### src/rtl/pin_evt_pkg.sv
package pin_evt_pkg;
  localparam int ADDR_W    = 2;
  localparam int NUM_BANKS = 2;

  typedef enum logic [ADDR_W-1:0] {
    SEL_EN  = 2'd0,
    SEL_POL = 2'd1,
    SEL_AST = 2'd2,
    SEL_DEA = 2'd3
  } reg_sel_e;
endpackage

### src/rtl/pin_edge_detect.sv
module pin_edge_detect #(
  parameter int NUM_PINS = 31
) (
  input  logic                clk,
  input  logic                rst,
  input  logic [NUM_PINS-1:0] pins,
  input  logic [NUM_PINS-1:0] enable,
  input  logic [NUM_PINS-1:0] polarity,
  output logic [NUM_PINS-1:0] ev_assert,
  output logic [NUM_PINS-1:0] ev_deassert
);
  logic [NUM_PINS-1:0] pin_q;

  always_ff @(posedge clk) begin
    if (rst) pin_q <= '0;
    else     pin_q <= pins;
  end

  for (genvar i = 0; i < NUM_PINS; i++) begin : g_pin
    logic rise, fall;
    always_comb begin
      rise           = pins[i] & ~pin_q[i];
      fall           = ~pins[i] & pin_q[i];
      ev_assert[i]   = enable[i] & (polarity[i] ? rise : fall);
      ev_deassert[i] = enable[i] & (polarity[i] ? fall : rise);
    end
  end
endmodule

### src/rtl/pin_status_bank.sv
module pin_status_bank #(
  parameter int NUM_PINS = 31
) (
  input  logic                clk,
  input  logic                rst,
  input  logic                wr_hit,
  input  logic                wr_set,
  input  logic [NUM_PINS-1:0] wr_mask,
  input  logic [NUM_PINS-1:0] events,
  input  logic [NUM_PINS-1:0] enable,
  output logic [NUM_PINS-1:0] status,
  output logic                irq
);
  logic [NUM_PINS-1:0] st_q, st_nxt;
  logic                irq_q;

  always_comb begin
    st_nxt = st_q;
    if (wr_hit) begin
      if (wr_set) st_nxt = st_q | wr_mask;
      else        st_nxt = st_q & ~wr_mask;
    end
    st_nxt = st_nxt | events;
  end

  always_ff @(posedge clk) begin
    if (rst) begin
      st_q  <= '0;
      irq_q <= 1'b0;
    end else begin
      st_q  <= st_nxt;
      irq_q <= |(st_q & enable);
    end
  end

  assign status = st_q;
  assign irq    = irq_q;
endmodule

### src/rtl/pin_event_irq.sv
module pin_event_irq
  import pin_evt_pkg::*;
#(
  parameter int NUM_PINS = 31,
  parameter int DATA_W   = 32
) (
  input  logic                clk,
  input  logic                rst,
  input  logic                wr_en,
  input  logic [ADDR_W-1:0]   addr,
  input  logic [DATA_W-1:0]   wdata,
  output logic [DATA_W-1:0]   rdata,
  input  logic [NUM_PINS-1:0] pins_in,
  output logic                irq_assert,
  output logic                irq_deassert
);
  localparam int ST_MSB = NUM_PINS;

  logic [NUM_PINS-1:0] en_q, pol_q;
  logic [NUM_PINS-1:0] ev_w  [NUM_BANKS];
  logic [NUM_PINS-1:0] st_w  [NUM_BANKS];
  logic                irq_w [NUM_BANKS];
  logic [DATA_W-1:0]   rd_q, rd_nxt;

  initial begin
    if (DATA_W < NUM_PINS + 1) $error("DATA_W too small for NUM_PINS");
  end

  always_ff @(posedge clk) begin
    if (rst) begin
      en_q  <= '0;
      pol_q <= '0;
    end else if (wr_en) begin
      if (addr == SEL_EN)  en_q  <= wdata[NUM_PINS-1:0];
      if (addr == SEL_POL) pol_q <= wdata[NUM_PINS-1:0];
    end
  end

  pin_edge_detect #(.NUM_PINS(NUM_PINS)) u_edge (
    .clk        (clk),
    .rst        (rst),
    .pins       (pins_in),
    .enable     (en_q),
    .polarity   (pol_q),
    .ev_assert  (ev_w[0]),
    .ev_deassert(ev_w[1])
  );

  for (genvar b = 0; b < NUM_BANKS; b++) begin : g_bank
    localparam reg_sel_e BANK_SEL = (b == 0) ? SEL_AST : SEL_DEA;
    logic hit;
    assign hit = wr_en && (addr == BANK_SEL);
    pin_status_bank #(.NUM_PINS(NUM_PINS)) u_bank (
      .clk    (clk),
      .rst    (rst),
      .wr_hit (hit),
      .wr_set (wdata[0]),
      .wr_mask(wdata[ST_MSB:1]),
      .events (ev_w[b]),
      .enable (en_q),
      .status (st_w[b]),
      .irq    (irq_w[b])
    );
  end

  always_comb begin
    rd_nxt = '0;
    case (addr)
      SEL_EN:  rd_nxt[NUM_PINS-1:0] = en_q;
      SEL_POL: rd_nxt[NUM_PINS-1:0] = pol_q;
      SEL_AST: rd_nxt[ST_MSB:1]     = st_w[0];
      default: rd_nxt[ST_MSB:1]     = st_w[1];
    endcase
  end

  always_ff @(posedge clk) begin
    if (rst) rd_q <= '0;
    else     rd_q <= rd_nxt;
  end

  assign rdata        = rd_q;
  assign irq_assert   = irq_w[0];
  assign irq_deassert = irq_w[1];
endmodule

### config.mk
export PLATFORM = sky130hd
export DESIGN_NAME = pin_event_irq
export DESIGN_NICKNAME = d
export VERILOG_FILES = /design/src/rtl/pin_evt_pkg.sv /design/src/rtl/pin_edge_detect.sv /design/src/rtl/pin_status_bank.sv /design/src/rtl/pin_event_irq.sv
export SDC_FILE = /design/constraint.sdc
export NUM_CORES = 1
export LEC_CHECK = 0
export BUFFER_PORTS_ARGS = -buffer_cell sky130_fd_sc_hd__buf_2
export CAP_MARGIN = 20
export CORE_ASPECT_RATIO = 0.7
export CORE_MARGIN = 3
export CORE_UTILIZATION = 55
export CTS_CLUSTER_DIAMETER = 150
export DETAILED_ROUTE_END_ITERATION = 12
export PLACE_DENSITY = 0.82
export SYNTH_ARGS = -nofsm -noshare
export SYNTH_HDL_FRONTEND = slang
export SYNTH_SLANG_ARGS = --single-unit
### constraint.sdc
create_clock -name clk -period 1.9 [get_ports clk]
set_input_delay 0.19 -clock clk [delete_from_list [all_inputs] [get_ports clk]]
set_output_delay 0.19 -clock clk [all_outputs]
set_load 0.01 [all_outputs]
== Word-level counts from Yosys, hierarchy flattened ==
Cells that the tools add are included.

* Equality and inequality tests: 3
* Reductions and logical operators: 8
* Bitwise operators: 195
* Multiplexer cells: 69

{| class="wikitable"
|+ Operators by type and width
! operator !! number
|-
| $and 1x1->1 || 124
|-
| $and 31x31->31 || 4
|-
| $mux 31 || 4
|-
| $or 31x31->31 || 4
|-
| $pmux 30 s3 || 1
|-
| $mux 1 || 62
|-
| $not 1->1 || 62
|-
| $reduce_or 31->1 || 2
|-
| $not 31->31 || 1
|-
| $eq 2x2->1 const B || 2
|-
| $pmux 1 s2 || 2
|-
| $reduce_and 2->1 || 2
|-
| $eq 2x1->1 const B || 1
|-
| $logic_and 1x1->1 || 2
|-
| $logic_not 2->1 || 1
|-
| $reduce_or 2->1 || 1
|}

* Output and inout port bits: 34
* Logic and storage cells: 283
* Register bits after elaboration: 189
* Bits of input ports: 68

== Logic depth before layout (Yosys ltp) ==
Gate-level depths: netlist (run 1).

* Word-level depth: 5
* Mapped depth: 7
* Depth with buffers taken out: 4

== Hierarchy ==
From an unflattened synthesis (run 1), not the netlist that was laid out.

* Cell total of the unflattened synthesis: 955
* Area, all modules: 10039.6 sq um

{| class="wikitable"
|+ By module, submodules not included
! module !! area an instance (sq um) !! cells each !! sequential area each (sq um) !! times used
|-
| pin_event_irq || 4144.0 || 384 || 1881.8 || 1
|-
| pin_status_bank || 1516.5 || 160 || 640.6 || 2
|-
| pin_edge_detect || 2862.7 || 251 || 620.6 || 1
|}

== Worst setup path before layout (run 1) ==
No wires, ideal clock.

* Path kind: input to register
* From: input port addr[1]
* To: register rd_q[11] (netlist: rdata[11])
* Cell stages on the path: 4
* Buffers on the path: 2
* Arrival time: 1106 ps
* Data required time: 1772 ps
* Setup time: 128 ps
* Path slack: 666 ps
* Path through: buf_6 -> buf_6 -> mux4_2 -> nor2b_1

* Cells in the longest elaborated chain, start to end: 2
* Elaborated cells on any way between the ends: 4
* Classes of those cells: eq/ne: 2; mux: 1; reduce/logical: 1

{| class="wikitable"
|+ Ends and longest elaborated chain
! element !! RTL line !! source
|-
| start: declaration || pin_event_irq.sv:10 || <nowiki>input logic [ADDR_W-1:0] addr,</nowiki>
|-
| $eq 2x2->1, or another cell as far along || pin_event_irq.sv:68 || <nowiki>case (addr)</nowiki>
|-
| $pmux 30 s3 (*) || pin_event_irq.sv:68 ||
|-
| end signal: assignment || pin_event_irq.sv:78 || <nowiki>else rd_q <= rd_nxt;</nowiki>
|-
| end: declaration || pin_event_irq.sv:23 || <nowiki>logic [DATA_W-1:0] rd_q, rd_nxt;</nowiki>
|}

Mark *: on every way between the ends. The rest lies on a longest branch, timed or not.
A chain may end at the register's enable or synchronous reset.

== Worst setup path in the final report (run 1) ==
* From: register en_q[13]
* To: register g_bank[1].u_bank.irq_q

* Cells in the longest elaborated chain, start to end: 2

{| class="wikitable"
|+ Ends and longest elaborated chain
! element !! RTL line !! source
|-
| start: declaration || pin_event_irq.sv:19 || <nowiki>logic [NUM_PINS-1:0] en_q, pol_q;</nowiki>
|-
| start signal: assignment || pin_event_irq.sv:34 || <nowiki>if (addr == SEL_EN) en_q <= wdata[NUM_PINS-1:0];</nowiki>
|-
| $and 31x31->31 || pin_status_bank.sv:32 || <nowiki>irq_q <= |(st_q & enable);</nowiki>
|-
| $reduce_or 31->1 || pin_status_bank.sv:32 ||
|-
| end signal: assignment || pin_status_bank.sv:32 ||
|-
| end: declaration || pin_status_bank.sv:15 || <nowiki>logic irq_q;</nowiki>
|}

Every way passes these cells.

==> reports/results.tsv, run 1 <==
metric	value	unit
Worst-Skew Late Latency	440	ps
Port Buf Inserts	101	
post-synthesis sequential area ratio	42.2	%
f_max	691	MHz
row cnt	38	
CP max FO	6	
Vias/cell	6.12	
slew of the pin with the lowest slew margin	508	ps
max_cap viols	0	
n_diodes	0	
final wirelength	24900	um
nets@finish	1093	
sequential cell area	3780	um2
DR iter-0 viols	878	
R2R Path End	g_bank[1].u_bank.irq	
Layout Cells excl Fill	1258	
Final Max Slew Viols	0	
Multi-input gate area	4820	um2
clk sink count	189	
post-CTS setup buffer count	0	
Yosys top cell area share	42.2	%
I/O pins	102	
Finished Cell Area	10200	um2
drt drc	0	
Die Area	17900	um2
antenna viol nets, final	0	
Synth Register Bits	189	
Die Width	159	um
Avg WL per Cell	19.8	um
critical path cell sequence	a22o_1 -> a221oi_1 -> and3_1 -> a41oi_1	
hold path cells	2	
post-route minimum period	1450	ps
post-route setup TNS	0	ps
most common cell after layout, fill and taps aside	dfxtp_1	
RSZ-0062 raised after global routing	no	
synth top area cells	dfxtp_1 42%, nand2_1 7.8%, mux4_2 7.5%, mux2i_1 7.1%, and3b_1 6.3%	
total CTS buffers	17	
crit path capture type	flip-flop	
Avg Inst Size Synth	9.48	um2
Worst Hold End	u_edge.pin_q[9]	
post-cts resize count	0	
final worst setup slack	452	ps
Arr. time, crit path	1710	ps
CTS root buf	clkbuf_16	
Worst-path clk slew	80	ps
gpl congestion	0.898	
worst reg-to-reg setup slack	450	ps
Final Hold Fails	0	
# setup viols final	0	
core area	15700	um2
cell taking the most area after synthesis	dfxtp_1	
Syn. warnings	0	
Cells after DPL	1226	
clock skew	9.68	ps
aggregate global-route resource usage	28.1	%
routed vias	7695	
status	complete, no violations	
cell area after synthesis	8970	um2
Synth Net Count	1014	
CP peak stage delay	410	ps
hold_sp	pins_in[9]	
CTS tree	yes	
P_leak	4.23	nW
area delta synth->final	13.6	%
CP Data Required Time	2160	ps
FILL cells	1249	
H-tree depth	4	
PD cells	843	nW/um2
vias in the first global route	7138	
largest net degree at the start of global routing	57	
initial core utilization	57.0	%
Mapped Cells	946	
Reg-to-Reg Start	en_q[13]	
Worst Setup Start Kind	flip-flop	
Pre-antenna DRT Iters	6	
number of hold buffers added after CTS	0	
max_slew headroom	66.1	%
Cell variety after synth	27	
crit share post-route	76.2	%
commonest non-fill, non-tap cells in the layout	189 x dfxtp_1, 186 x nand2_1, 100 x buf_2	
Max VDD drop	0.623	mV
Die H	113	um
R2R cell count	4	
first-pass GRT wire length	39400	um
Post-DP Area	9610	um2
share of cells above drive strength 1	20.3	%
critical path class	reg -> reg	
hold crit path type	in -> reg	
grt ovf	0	
critical path's slowest cell	dfxtp_1	
pre-CTS setup slack	375	ps
HPWL Detailed	16700	um
clock tree buffer depth	2	
initial antenna violation count	0	
-- per-layer routing --
| metal | GRT usage [%] | vias to the layer above | wire (um) |
|---|---|---|---|
| met3 | 6.84 | 56 | 2610 |
| met1 | 40.8 | 3676 | 10900 |
| met2 | 41.7 | 418 | 10900 |
| met5 | 0 | - | 0 |
| li1 | - | 3545 | - |
| met4 | 8.48 | 0 | 580 |
-- metrics by stage --
step           util, %  power [mW]  hold WS, ps
2_1_floorplan        -        4.79          318
3_3_place_gp      61.1        5.08          445
3_5_place_dp      61.1        5.10          457
4_1_cts           64.7        8.59         1.45
5_1_grt           64.7        8.87         22.7
6_report          64.7        8.58         5.04
-- Yosys cell counts --
cell,number
a21oi_1,94
a21oi_2,30
a221oi_1,4
a222oi_1,2
a22o_1,4
a22oi_1,20
a41oi_1,2
and3_1,3
and3b_1,64
buf_1,3
buf_2,8
buf_4,8
buf_6,14
clkbuf_1,25
dfxtp_1,189
mux2i_1,64
mux4_2,30
nand2_1,186
nand3b_1,1
nand4_1,4
nor2_1,2
nor2b_1,61
nor3_1,1
nor3b_1,63
nor3b_4,1
o21ai_0,62
or3b_1,1
-- logic make-up after synthesis --
logic type	after synthesis	synth area share [%]
buffers and inverters	58	4.05
and+or+nand+nor	387	24.6
AOI/OAI and AO/OA	218	14.5
DFF	189	42.2
muxes	94	14.7
-- final cells by class --
class	count	share of cell area [%]
Sequential cell	189	37.1
Clock buffer	17	4.18
Clock inverter	15	1.51
Multi-Input combinational cell	699	47.3
Timing Repair Buffer	118	7.14
Tap cell	220	2.70
-- worst max-delay path: cells and delay by family, from the launching register on --
kind             cells  cell delay, ps
flip-flops           1             410
AO/OA/AOI/OAI        3             640
AND/OR/NAND/NOR      1             230
-- where the power goes --
group / internal, mW / switching [mW] / leakage [nW]
registers: 4.10 / 0.163 / 1.54
clock network: 1.85 / 1.69 / 0.272
logic: 0.348 / 0.432 / 2.42
total: 6.30 / 2.29 / 4.23
-- state kept, by name, summed over array words and instances (netlist names) --
name                  flops
g_bank.u_bank.irq         2
g_bank.u_bank.status     62
pol_q                    31
en_q                     31
u_edge.pin_q             31
rdata                    32
-- worst max path at each step --
stage | endpoint | from | slack, ps
global placement | en_q[20] | addr[1] | 410
global route | g_bank[0].u_bank.irq | en_q[13] | 400
finish | g_bank[1].u_bank.irq | en_q[13] | 450
detailed placement | en_q[24] | addr[1] | 380
CTS | g_bank[1].u_bank.irq | en_q[13] | 490
floorplan | rdata[11] | addr[1] | 670
(Power assumes the default switching activity.)
==> run 2: changes to the inputs <==
CORE_UTILIZATION = 53   (was 55)
clock period = 1.32 ns   (was 1.9 ns; I/O delays follow)
==> reports/results.tsv, run 2 (synthesis results as in run 1) <==
metric	value	unit	change
CP max FO	6		unchanged
routed vias	8008		+4.1%
clk sink count	189		unchanged
P_leak	4.65	nW	+9.9%
max_cap viols	0		unchanged
Finished Cell Area	11100	um2	+8.7%
post-route minimum period	1310	ps	-135 ps
Final Hold Fails	0		unchanged
most common cell after layout, fill and taps aside	dfxtp_1		
Die Area	18500	um2	+3.6%
vias in the first global route	7562		+5.9%
Worst-path clk slew	70	ps	about the same
Final Max Slew Viols	0		unchanged
CTS tree	yes		
nets@finish	1181		+8.1%
drt drc	0		unchanged
f_max	762	MHz	+10%
post-cts resize count	0		unchanged
Worst-Skew Late Latency	440	ps	about the same
Largest register FFs	62		unchanged
hold crit path type	in -> reg		
Max VDD drop	0.696	mV	+12%
FILL cells	1289		+3.2%
critical path class	reg -> reg		
Worst Setup Start Kind	flip-flop		
antenna viol nets, final	0		unchanged
status	complete, no violations		
DR iter-0 viols	926		+5.5%
sequential cell area	3780	um2	unchanged
crit path launch	en_q[1]		
Avg WL per Cell	19.8	um	-0.11%
clock skew	8.10	ps	-1.58 ps
core area	16400	um2	+4.5%
Arr. time, crit path	1620	ps	-90 ps
total CTS buffers	17		unchanged
slew of the pin with the lowest slew margin	425	ps	-82.8 ps
aggregate global-route resource usage	28.8	%	+0.62 points
first-pass GRT wire length	41500	um	+5.4%
Reg-to-Reg Start	en_q[1]		
row cnt	39		+2.6%
initial antenna violation count	0		unchanged
RSZ-0062 raised after global routing	no		
grt ovf	0		unchanged
share of cells above drive strength 1	20.9	%	+0.58 points
Die Width	161	um	+1.8%
Vias/cell	5.94		-3.0%
CP Data Required Time	1620	ps	-540 ps
Pint	9.63	mW	+53%
gpl congestion	0.915		+1.9%
PD cells	1150	nW/um2	+37%
Post-DP Area	9870	um2	+2.7%
hold_sp	rst		
Pre-antenna DRT Iters	8		+2
final wirelength	26700	um	+7.1%
Comb power frac	10.5	%	+1.4 points
CTS root buf	clkbuf_16		
crit path capture type	flip-flop		
initial core utilization	54.5	%	-2.4 points
H-tree depth	4		unchanged
# setup viols final	0		unchanged
area delta synth->final	23.5	%	
sw frac	24.6	%	-2.1 points
n_diodes	0		unchanged
Power, Total	12.8	mW	+49%
commonest non-fill, non-tap cells in the layout	189 x dfxtp_1, 186 x nand2_1, 100 x buf_2		
max_slew headroom	71.7	%	+5.6 points
Flop pwr share	48.1	%	-1.6 points
HPWL Detailed	18300	um	+9.6%
Port Buf Inserts	101		unchanged
I/O pins	102		unchanged
largest net degree at the start of global routing	65		+14%
Die H	115	um	+1.8%
crit share post-route	99.4	%	+23 points
Multi-input gate area	4820	um2	unchanged
NetSw	3.14	mW	+37%
post-CTS setup buffer count	0		unchanged
clock share of power	41.4	%	about the same
clock tree buffer depth	2		unchanged
==> run 2: cell count changes in the layout (fill, tap and decap cells not counted), sizes merged <==
cell / delta
dlygate4sd3: +61
buf: +27
inv: -7
clkbuf: +3
bufinv: +2
clkinv: -1
clkinvlp: +1
==> run 2: area by class of cell <==
class | instances | share of cell area, %
well taps | 225 | 2.54
repair buffers | 206 | 14.4
clock buffers | 20 | 4.12
multi-input cells | 699 | 43.5
flip-flops and latches | 189 | 34.2
clock inverters | 10 | 1.28
==> run 2: worst paths after layout <==
| path | depth (start not counted) | to | slack, ps |
|---|---|---|---|
| worst max register to register | 3 | g_bank[1].u_bank.irq | 7 |
| worst min-delay path | 2 | rdata[5] | 100 |
| worst min register to register | 2 | pol_q[16] | 520 |
| worst max-delay path | 3 | g_bank[1].u_bank.irq | 7 |
==> run 2: metal layers <==
layer | up-vias | part of all wire (%) | GRT usage (%)
met2 | 460 | 45 | 45.3
met3 | 46 | 12 | 8.71
met4 | 0 | 1.9 | 8.48
met5 | - | 0 | 0
li1 | 3710 | - | -
met1 | 3792 | 41 | 38.7
==> run 2: power groups by stage <==
stage          clock [mW]  sequential [mW]  combinational, mW
6_report             5.29             6.14               1.34
4_1_cts              5.32             6.12               1.32
3_5_place_dp            0             6.25               1.18
5_1_grt              5.51             6.15               1.45
2_1_floorplan           0             6.17              0.728
3_3_place_gp            0             6.24               1.14
==> run 2: repair_timing <==
action,4_1_cts,5_1_grt
setup endpoints to repair,0,0
hold buffers,61,0
endpoints found under the hold margin,87,0
==> run 2: metrics by stage <==
step                TNS [ps]  instances  setup WS (ps)  util [%]  hold WS (ps)
finish                     0       1349           7.28      67.4          97.0
global route               0       1349           18.2      67.4           102
CTS                        0       1349           51.6      67.4          75.9
detailed placement      -597       1258          -70.2      60.0           399
global placement       -96.1       1258          -16.5      60.0           388
floorplan                  0        946            144         -           260
==> run 2: worst max-delay path, stage by stage (launching register included) <==
cell	delay (ps)
dfxtp_1	410
a22o_1	240
a221oi_1	360
a41oi_1	170
